`config.mk`:
```
export PLATFORM = sky130hd
export DESIGN_NAME = lpinit_seq
export DESIGN_NICKNAME = d
export VERILOG_FILES = /design/src/rtl/lpinit_pkg.sv /design/src/rtl/lpinit_timer.sv /design/src/rtl/lpinit_fsm.sv /design/src/rtl/lpinit_cmdgen.sv /design/src/rtl/lpinit_seq.sv
export SDC_FILE = /design/constraint.sdc
export NUM_CORES = 1
export LEC_CHECK = 0
export ABC_AREA = 1
export BUFFER_PORTS_ARGS = -buffer_cell sky130_fd_sc_hd__buf_4
export CELL_PAD_IN_SITES_DETAIL_PLACEMENT = 1
export CELL_PAD_IN_SITES_GLOBAL_PLACEMENT = 1
export CORE_MARGIN = 2
export CORE_UTILIZATION = 35
export CTS_BUF_LIST = sky130_fd_sc_hd__clkbuf_2
export DETAILED_ROUTE_END_ITERATION = 6
export GPL_ROUTABILITY_DRIVEN = 1
export GPL_TIMING_DRIVEN = 0
export PLACE_DENSITY = 0.85
export SLEW_MARGIN = 20
export SYNTH_ARGS = -nofsm -noshare
export SYNTH_HDL_FRONTEND = slang
export SYNTH_HIERARCHICAL = 1
export SYNTH_SLANG_ARGS = --single-unit
```
`constraint.sdc`:
```
create_clock -name clk -period 2.8 [get_ports clk]
set_input_delay 0.14 -clock clk [delete_from_list [all_inputs] [get_ports clk]]
set_output_delay 0.14 -clock clk [all_outputs]
set_load 0.05 [all_outputs]
```
`src/rtl/lpinit_pkg.sv`:
```
package lpinit_pkg;

    // {RAS#, CAS#, WE#}
    typedef enum logic [2:0] {
        CMD_MRS = 3'b000,
        CMD_REF = 3'b001,
        CMD_PRE = 3'b010,
        CMD_NOP = 3'b111
    } cmd_e;

    typedef enum logic [2:0] {
        OP_NOP,
        OP_PREA,
        OP_REF,
        OP_EMRS,
        OP_MRS
    } op_e;

    localparam int unsigned REF_COUNT = 2;

    function automatic int unsigned round_div(input int unsigned num, input int unsigned den);
        return (num + den / 2) / den;
    endfunction

endpackage

```
`src/rtl/lpinit_timer.sv`:
```
module lpinit_timer #(
    parameter int unsigned TW = 14
) (
    input  logic          clk,
    input  logic          rst_n,
    input  logic          load_i,
    input  logic [TW-1:0] val_i,
    output logic          last_o
);

    logic [TW-1:0] cnt_q;

    always_ff @(posedge clk) begin
        if (!rst_n) begin
            cnt_q <= '0;
        end else if (load_i) begin
            cnt_q <= val_i;
        end else if (cnt_q != '0) begin
            cnt_q <= cnt_q - 1'b1;
        end
    end

    assign last_o = (cnt_q == TW'(1));

    // an unloaded nonzero count moves down by exactly one per cycle
    p_count_down_r3: assert property (@(posedge clk) disable iff (!rst_n)
        (!load_i && cnt_q != '0) |=> (cnt_q == $past(cnt_q) - 1'b1));

endmodule

```
`src/rtl/lpinit_fsm.sv`:
```
module lpinit_fsm
    import lpinit_pkg::*;
#(
    parameter int unsigned TW       = 14,
    parameter int unsigned WAIT_CYC = 10000,
    parameter int unsigned TRP_CYC  = 2,
    parameter int unsigned TRFC_CYC = 4,
    parameter int unsigned TMRD_CYC = 2
) (
    input  logic          clk,
    input  logic          rst_n,
    input  logic          start_i,
    input  logic          tmr_last_i,
    output logic          tmr_load_o,
    output logic [TW-1:0] tmr_val_o,
    output op_e           op_o,
    output logic          busy_o,
    output logic          done_o
);

    typedef enum logic [3:0] {
        S_IDLE, S_NOP_A, S_WAIT, S_NOP_B, S_PREA, S_GAP_RP, S_REF,
        S_GAP_RFC, S_EMRS, S_GAP_MRD1, S_MRS, S_GAP_MRD2, S_DONE
    } state_e;

    state_e     state_q, state_d;
    logic [1:0] refs_q;

    always_comb begin
        state_d = state_q;
        unique case (state_q)
            S_IDLE, S_DONE: if (start_i) state_d = S_NOP_A;
            S_NOP_A:    state_d = S_WAIT;
            S_WAIT:     if (tmr_last_i) state_d = S_NOP_B;
            S_NOP_B:    state_d = S_PREA;
            S_PREA:     state_d = S_GAP_RP;
            S_GAP_RP:   if (tmr_last_i) state_d = S_REF;
            S_REF:      state_d = S_GAP_RFC;
            S_GAP_RFC:  if (tmr_last_i)
                            state_d = (refs_q == 2'(REF_COUNT)) ? S_EMRS : S_REF;
            S_EMRS:     state_d = S_GAP_MRD1;
            S_GAP_MRD1: if (tmr_last_i) state_d = S_MRS;
            S_MRS:      state_d = S_GAP_MRD2;
            S_GAP_MRD2: if (tmr_last_i) state_d = S_DONE;
            default:    state_d = S_IDLE;
        endcase
    end

    always_ff @(posedge clk) begin
        if (!rst_n) begin
            state_q <= S_IDLE;
            refs_q  <= '0;
        end else begin
            state_q <= state_d;
            if (state_q == S_NOP_A)
                refs_q <= '0;
            else if (state_q == S_REF)
                refs_q <= refs_q + 1'b1;
        end
    end

    always_comb begin
        op_o       = OP_NOP;
        tmr_load_o = 1'b0;
        tmr_val_o  = '0;
        busy_o     = 1'b1;
        done_o     = 1'b0;
        unique case (state_q)
            S_IDLE: busy_o = 1'b0;
            S_DONE: begin
                busy_o = 1'b0;
                done_o = 1'b1;
            end
            S_NOP_A: begin
                tmr_load_o = 1'b1;
                tmr_val_o  = TW'(WAIT_CYC);
            end
            S_PREA: begin
                op_o       = OP_PREA;
                tmr_load_o = 1'b1;
                tmr_val_o  = TW'(TRP_CYC);
            end
            S_REF: begin
                op_o       = OP_REF;
                tmr_load_o = 1'b1;
                tmr_val_o  = TW'(TRFC_CYC);
            end
            S_EMRS: begin
                op_o       = OP_EMRS;
                tmr_load_o = 1'b1;
                tmr_val_o  = TW'(TMRD_CYC);
            end
            S_MRS: begin
                op_o       = OP_MRS;
                tmr_load_o = 1'b1;
                tmr_val_o  = TW'(TMRD_CYC);
            end
            default: ;
        endcase
    end

    // mode programming starts only after exactly two refreshes
    p_two_refs_r5: assert property (@(posedge clk) disable iff (!rst_n)
        (state_q == S_EMRS) |-> (refs_q == 2'(REF_COUNT)));

    // the wait holds until the shared timer expires
    p_wait_hold_r3: assert property (@(posedge clk) disable iff (!rst_n)
        (state_q == S_WAIT && !tmr_last_i) |=> (state_q == S_WAIT));

    // a start while busy never sends the machine back to the first NOP
    p_ignore_start_r10: assert property (@(posedge clk) disable iff (!rst_n)
        (busy_o && start_i && state_q != S_GAP_MRD2) |=> (state_q != S_NOP_A));

endmodule

```
`src/rtl/lpinit_cmdgen.sv`:
```
module lpinit_cmdgen
    import lpinit_pkg::*;
#(
    parameter int unsigned        ADDR_W  = 13,
    parameter int unsigned        BA_W    = 3,
    parameter logic [ADDR_W-1:0]  MR_VAL  = '0,
    parameter logic [ADDR_W-1:0]  EMR_VAL = '0
) (
    input  op_e               op_i,
    output logic [2:0]        cmd_o,
    output logic [BA_W-1:0]   ba_o,
    output logic [ADDR_W-1:0] addr_o
);

    localparam int unsigned AP_BIT = 10;

    always_comb begin
        cmd_o  = CMD_NOP;
        ba_o   = '0;
        addr_o = '0;
        unique case (op_i)
            OP_NOP: ;
            OP_PREA: begin
                cmd_o          = CMD_PRE;
                addr_o[AP_BIT] = 1'b1;
            end
            OP_REF: cmd_o = CMD_REF;
            OP_EMRS: begin
                cmd_o   = CMD_MRS;
                ba_o[1] = 1'b1;
                addr_o  = EMR_VAL;
            end
            OP_MRS: begin
                cmd_o  = CMD_MRS;
                addr_o = MR_VAL;
            end
            default: ;
        endcase
    end

endmodule

```
`src/rtl/lpinit_seq.sv`:
```
module lpinit_seq
    import lpinit_pkg::*;
#(
    parameter int unsigned       CLK_KHZ  = 50000,
    parameter int unsigned       WAIT_US  = 200,
    parameter int unsigned       TREFI_NS = 7800,
    parameter int unsigned       TRP_CYC  = 2,
    parameter int unsigned       TRFC_CYC = 4,
    parameter int unsigned       TMRD_CYC = 2,
    parameter int unsigned       ADDR_W   = 13,
    parameter int unsigned       BA_W     = 3,
    parameter int unsigned       REFI_W   = 16,
    parameter logic [ADDR_W-1:0] MR_VAL   = 13'h0032,
    parameter logic [ADDR_W-1:0] EMR_VAL  = 13'h0020
) (
    input  logic              clk,
    input  logic              rst_n,
    input  logic              start_i,
    output logic [2:0]        cmd_o,
    output logic [BA_W-1:0]   ba_o,
    output logic [ADDR_W-1:0] addr_o,
    output logic              busy_o,
    output logic              done_o,
    output logic [REFI_W-1:0] refi_o
);

    localparam int unsigned WAIT_CYC = round_div(CLK_KHZ * WAIT_US, 1000);
    localparam int unsigned REFI_CYC = round_div(TREFI_NS * CLK_KHZ, 1000000);
    localparam int unsigned GAP_MAX  = (TRP_CYC > TRFC_CYC)
                                     ? ((TRP_CYC > TMRD_CYC) ? TRP_CYC : TMRD_CYC)
                                     : ((TRFC_CYC > TMRD_CYC) ? TRFC_CYC : TMRD_CYC);
    localparam int unsigned CNT_MAX  = (WAIT_CYC > GAP_MAX) ? WAIT_CYC : GAP_MAX;
    localparam int unsigned TW       = $clog2(CNT_MAX + 1);

    logic          tmr_load, tmr_last;
    logic [TW-1:0] tmr_val;
    op_e           op;

    lpinit_timer #(.TW(TW)) u_timer (
        .clk    (clk),
        .rst_n  (rst_n),
        .load_i (tmr_load),
        .val_i  (tmr_val),
        .last_o (tmr_last)
    );

    lpinit_fsm #(
        .TW       (TW),
        .WAIT_CYC (WAIT_CYC),
        .TRP_CYC  (TRP_CYC),
        .TRFC_CYC (TRFC_CYC),
        .TMRD_CYC (TMRD_CYC)
    ) u_fsm (
        .clk        (clk),
        .rst_n      (rst_n),
        .start_i    (start_i),
        .tmr_last_i (tmr_last),
        .tmr_load_o (tmr_load),
        .tmr_val_o  (tmr_val),
        .op_o       (op),
        .busy_o     (busy_o),
        .done_o     (done_o)
    );

    lpinit_cmdgen #(
        .ADDR_W  (ADDR_W),
        .BA_W    (BA_W),
        .MR_VAL  (MR_VAL),
        .EMR_VAL (EMR_VAL)
    ) u_cmd (
        .op_i   (op),
        .cmd_o  (cmd_o),
        .ba_o   (ba_o),
        .addr_o (addr_o)
    );

    assign refi_o = done_o ? REFI_W'(REFI_CYC) : '0;

    // no command other than NOP outside the sequence
    p_idle_nop_r9: assert property (@(posedge clk) disable iff (!rst_n)
        !busy_o |-> (cmd_o == CMD_NOP));

    // busy and done never overlap
    p_done_excl_r8: assert property (@(posedge clk) disable iff (!rst_n)
        !(busy_o && done_o));

    // an accepted start raises busy
    p_start_busy_r2: assert property (@(posedge clk) disable iff (!rst_n)
        (start_i && !busy_o) |=> busy_o);

    // done holds until a start arrives
    p_done_hold_r11: assert property (@(posedge clk) disable iff (!rst_n)
        (done_o && !start_i) |=> done_o);

    // refreshes are never back to back
    p_ref_spaced_r5: assert property (@(posedge clk) disable iff (!rst_n)
        (cmd_o == CMD_REF) |=> (cmd_o != CMD_REF));

    // a mode write carries one of the two legal bank/address pairs
    p_mode_pair_r7: assert property (@(posedge clk) disable iff (!rst_n)
        (cmd_o == CMD_MRS) |->
            ((ba_o == '0 && addr_o == MR_VAL) || (ba_o == BA_W'(2) && addr_o == EMR_VAL)));

endmodule

```
======== Yosys cells after proc, flatten, opt, wreduce, memory -nomap -nowiden ========
Index checks and enable logic that the tools add are counted.
word-level totals
  output and inout bits ................... 37
  word-level logic and storage cells ...... 59
  register bits ........................... 20
  input port bits ......................... 3
cells by class
  reductions and logical operators ........ 9
  mux-type cells .......................... 20
  equality and inequality tests ........... 24
  add/subtract/negate cells ............... 2
  bitwise gates (word level) .............. 1
operators with widths
  operator                 count
  $pmux W4 S12             1
  $pmux W14 S3             1
  $mux W14                 2
  $mux W4                  7
  $eq A4 B4 Y1 const B     5
  $eq A4 B3 Y1 const B     4
  $eq A14 B1 Y1 const B    1
  $reduce_bool A14 Y1      1
  $sub A14 B1 Y14 const B  1
  $pmux W3 S4              1
  $pmux W6 S2              1
  $ne A2 B2 Y1 const B     5
  $mux W9                  1
  $pmux W3 S3              1
  $eq A4 B2 Y1 const B     2
  $eq A3 B2 Y1 const B     2
  $reduce_and A6 Y1        1
  $reduce_or A2 Y1         3
  $mux W1                  5
  $reduce_or A5 Y1         1
  $eq A4 B1 Y1 const B     1
  $logic_not A4 Y1         1
  $eq A3 B1 Y1 const B     1
  $eq A3 B3 Y1 const B     1
  other kinds (6)          6

======== Longest topological paths before layout ========
  depth after elaboration ................. 5
  gate-level depth with buffers ........... 13
  gate-level depth less buffers ........... 12

======== By module ========
Netlist, hierarchy kept.
modules (own cells, without submodules)
  module         cells each  instances  area an instance (um2)
  lpinit_timer   143         1          933.4
  lpinit_fsm     102         1          649.4
  lpinit_cmdgen  29          1          163.9
  lpinit_seq     17          1          123.9

======== Least setup slack after synthesis ========
No wires, ideal clock.
  kind .................................... register -> output
  start point ............................. register u_fsm.state_q[1]
  end point ............................... output addr_o[5]
  path slack .............................. 603 ps
  data arrival time ....................... 2057 ps
  stages on the path, launching flop included .. 6
  data required time ...................... 2660 ps
  buffers on the path ..................... 0
  cell sequence ........................... dfxtp_1 > nor2_2 > nand2_1 > nand2_1 > nand2_1 > o21ai_0
between the ends
  word-level cells in the longest chain between the ends .. 4
  elaborated cells on any way between the ends .. 8
ends and longest elaborated chain
  element                                       RTL line             source
  start, declared                               lpinit_fsm.sv:26     state_e state_q, state_d;
  start signal, assigned                        lpinit_fsm.sv:54     state_q <= state_d;
  $eq A4 B4 Y1 or $eq A4 B3 Y1 (tied branches)  lpinit_fsm.sv:68     unique case (state_q)
  $pmux W3 S4 *                                 lpinit_fsm.sv:68
  net op[1]                                     lpinit_seq.sv:37     op_e op;
  $eq A3 B3 Y1 or $eq A3 B2 Y1 (tied branches)  lpinit_cmdgen.sv:21  unique case (op_i)
  $pmux W6 S2 *                                 lpinit_cmdgen.sv:21
  end, declared                                 lpinit_seq.sv:21     output logic [ADDR_W-1:0] addr_o,
The timed path passes the listed nets; every way through them passes the cells marked *.

======== Final worst setup path ========
  start point ............................. register u_fsm.state_q[2]
  end point ............................... register u_timer.cnt_q[4]
between the ends
  word-level cells in the longest chain between the ends .. 4
  elaborated cells on any way between the ends .. 11
ends and longest elaborated chain
  element                                         RTL line            source
  $eq A4 B3 Y1, or another cell as far along      lpinit_fsm.sv:68
  $reduce_or A5 Y1 (no line) *                    n/a
  $mux W1 *                                       lpinit_fsm.sv:68
  net tmr_load                                    lpinit_seq.sv:35    logic tmr_load, tmr_last;
  $mux W14 or $reduce_bool A2 Y1 (tied branches)  n/a
  end signal, assigned                            lpinit_timer.sv:17  cnt_q <= val_i;
  end signal, assigned                            lpinit_timer.sv:19  cnt_q <= cnt_q - 1'b1;
  end, declared                                   lpinit_timer.sv:11  logic [TW-1:0] cnt_q;
Marked as above.
A chain may end at the register's enable or synchronous reset.

==> impl_metrics.py <==
metrics = {
    "power_and_ir_drop": {
        "p_leak_nw": 1.15,
        "p_per_area_nw_per_um2": 948,
        "vdd_drop_max_mv": 0.385,
    },
    "setup_path": {
        "worstSetupPathType": "reg2reg",
        "worst_path_max_delay_cell": "dfxtp_1",
        "reg2reg_slack_ps": 630,
        "crit_chain": "inv_1 -> ha_1 -> inv_1 -> nand2_1 -> nand2_1 -> nand2_1 -> inv_2 -> clkbuf_1 -> o21ai_0 -> a21oi_1 -> nor3_1",
        "worstPathMaxFanout": 10,
        "worstSetupStartpointType": "flip-flop",
        "cp_slowest_stage_delay_ps": 430,
        "critPathCaptureType": "flip-flop",
        "crit_required_ps": 3050,
        "cp_common_cell": "nand2_1",
        "arrival_ps": 2420,
    },
    "layout": {
        "areaGrowthSynthToFinish_pct": 17.3,
        "nNetsFinal": 349,
        "layout_common_cells": "buf_4, nand2_1, inv_1, nor2_1, conb_1",
        "multiInputGateArea_um2": 1110,
        "drive_above_1_share_pct": 27.6,
        "final_area_um2": 2190,
        "antennaDiodeCount": 0,
        "fill_cells": 730,
        "ff_latch_area_um2": 400,
    },
    "sta": {
        "hold_viol_final": 0,
        "period_minus_slack_ps": 2170,
        "clock_skew_ps": 14.5,
        "slew_viol_final": 0,
        "setup_viol": 0,
        "fmax_ghz": 0.461,
        "timing.setup.tns_ps": 0,
        "setup_slack_ps": 632,
        "min_period_over_period_pct": 77.4,
        "rsz0062_at_grt": "false",
    },
    "floorplan": {
        "core-area_um2": 5140,
        "start_util_pct": 36.4,
        "die_area_um2": 5950,
        "die_w_um": 77.1,
        "placementRows": 26,
        "io_pins": 40,
        "die_h_um": 77.1,
    },
    "global_route": {
        "grt-ovfl-total": 0,
        "grt_pass1_vias": 1818,
        "use_met3_pct": 1.06,
        "met1_usage_pct": 20.7,
        "grt_first_pass_wirelength_mm": 7.86,
        "use_met2_pct": 27.2,
        "grt_antenna_before_repair": 0,
        "busiest_layer": "met2",
        "grt_max_degree": 11,
        "track_usage_pct": 15.5,
    },
    "cts": {
        "clockRootBuffer": "clkbuf_2",
        "cts_tree": "done",
        "clk_pin_slew_ps": 210,
        "postCtsSetupRepairBufs": 0,
        "cts_hold_buffers": 0,
        "cts_buffer_depth": 2,
        "cts_resized": 0,
        "htree_num_levels": 1,
        "clk_latency_ps": 320,
        "cts_sinks": 20,
        "cts_made_buffers": 3,
    },
    "synth": {
        "avgSynthCellArea_um2": 6.43,
        "ys_seq_area_share_pct": 21.4,
        "ys_ff_latch": 20,
        "synth.cell_area_um2": 1870,
        "ys_types": 32,
        "netlist_instances": 291,
        "yosysWarningCount": 6,
    },
    "detailed_routing": {
        "initialDrtViolationCount": 45,
        "detail-route-antenna-nets": 0,
        "routed_wl_mm": 4.28,
        "wl_per_cell_um": 10.5,
        "vias": 1793,
        "drt_pass1_iterations": 4,
        "drc_errors": 0,
        "vias_per_cell": 4.41,
    },
    "place": {
        "port_buffers": 16,
        "dpl.hpwl_mm": 3.60,
        "finalWeightedCongestion": 0.786,
        "pre_cts_slack_ps": 620,
        "dpl_cell_area_um2": 2180,
    },
    "worst_hold_path": {
        "worst_hold_path_type": "in2reg",
    },
    "run": {
        "max_cap_viol_count": 0,
    },
    "run_status": {
        "outcome": "completed",
    },
}
==> layout make-up <==
type	instances	share of cell area (%)
inverter	41	7.01
buffer	42	14.2
clock buffer	3	0.684
tap	70	3.99
sequential	20	18.2
multi-input combinational	215	50.4
timing repair buffer	16	5.47
==> logic make-up after synthesis <==
kind of cell	after synthesis	synth area share, %
XOR/XNOR	2	0.937
flip-flops	20	21.4
buffers and inverters	83	24.9
AO/OA/AOI/OAI	39	12.5
AND/OR/NAND/NOR	137	35.0
adder cells (fa/ha/maj)	7	4.68
other	3	0.602
==> Yosys cell counts <==
| cell | number | area (um2) |
|---|---|---|
| a21oi_1 | 17 | 85.1 |
| a21oi_2 | 2 | 17.5 |
| and3_1 | 1 | 6.26 |
| buf_4 | 39 | 293 |
| buf_6 | 1 | 11.3 |
| clkbuf_1 | 2 | 7.51 |
| clkinv_1 | 1 | 3.75 |
| conb_1 | 3 | 11.3 |
| dfxtp_1 | 20 | 400 |
| ha_1 | 7 | 87.6 |
| inv_1 | 34 | 128 |
| inv_2 | 6 | 22.5 |
| nand2_1 | 55 | 206 |
| nand2_2 | 6 | 37.5 |
| nand3_1 | 16 | 80.1 |
| nand3_2 | 3 | 30.0 |
| nand3b_1 | 2 | 15.0 |
| nand4_1 | 4 | 25.0 |
| nor2_1 | 33 | 124 |
| nor2_2 | 6 | 37.5 |
| nor2_4 | 4 | 45.0 |
| nor3_1 | 3 | 15.0 |
| nor3_2 | 2 | 20.0 |
| o211ai_1 | 2 | 15.0 |
| o211ai_4 | 1 | 21.3 |
| o21a_1 | 1 | 7.51 |
| o21ai_0 | 10 | 50.1 |
| o21ai_1 | 4 | 20.0 |
| o21ai_2 | 2 | 17.5 |
| or2_2 | 2 | 12.5 |
| xnor2_1 | 1 | 8.76 |
| xor2_1 | 1 | 8.76 |
==> state kept, by name, summed over array words and instances, names as in the netlist <==
name,count
u_timer/cnt_q,14
u_fsm/state_q,4
u_fsm/refs_q,2
==> per-layer routing <==
layer	up-vias	share of wire (%)
li1	940	-
met3	2	2.7
met5	-	0
met1	823	49
met4	0	0.63
met2	28	47
==> stage by stage <==
| step | power (W) | util, % | instances | hold slack [ps] |
|---|---|---|---|---|
| after floorplan | 0.00167 | - | 318 | 282 |
| after global placement | 0.00191 | 42.4 | 404 | 440 |
| after detailed placement | 0.00196 | 42.4 | 404 | 445 |
| after CTS | 0.00209 | 42.7 | 407 | 80.3 |
| after global routing | 0.00233 | 42.7 | 407 | 77.5 |
| final | 0.00208 | 42.7 | 407 | 102 |
==> worst max-delay path: cells and delay by family (launching register included) <==
family                     cells  cell delay, ps
buffers and inverters          4             750
DFF                            1             430
and+or+nand+nor                4             350
AOI/OAI and AO/OA              2             320
adders and majority gates      1             250
==> report_power, final <==
group,switching [W],internal (W),leakage (nW)
clock,0.0000934,0.0000292,0.0125
sequential,0.000121,0.000387,0.164
combinational,0.000936,0.000513,0.970
total,0.00115,0.000929,1.15
==> final timing paths <==
check | start | to | depth (start not counted)
worst max-delay path | u_fsm/state_q[2]$_SDFFE_PN0P_ | u_timer/cnt_q[4]$_SDFFE_PN0P_ | 11
worst min-delay path | rst_n | u_timer/cnt_q[4]$_SDFFE_PN0P_ | 3
worst max register to register | u_fsm/state_q[2]$_SDFFE_PN0P_ | u_timer/cnt_q[4]$_SDFFE_PN0P_ | 11
worst min register to register | u_fsm/refs_q[0]$_SDFFE_PP0P_ | u_fsm/refs_q[0]$_SDFFE_PP0P_ | 2
Power figures use the tool's default switching activity.
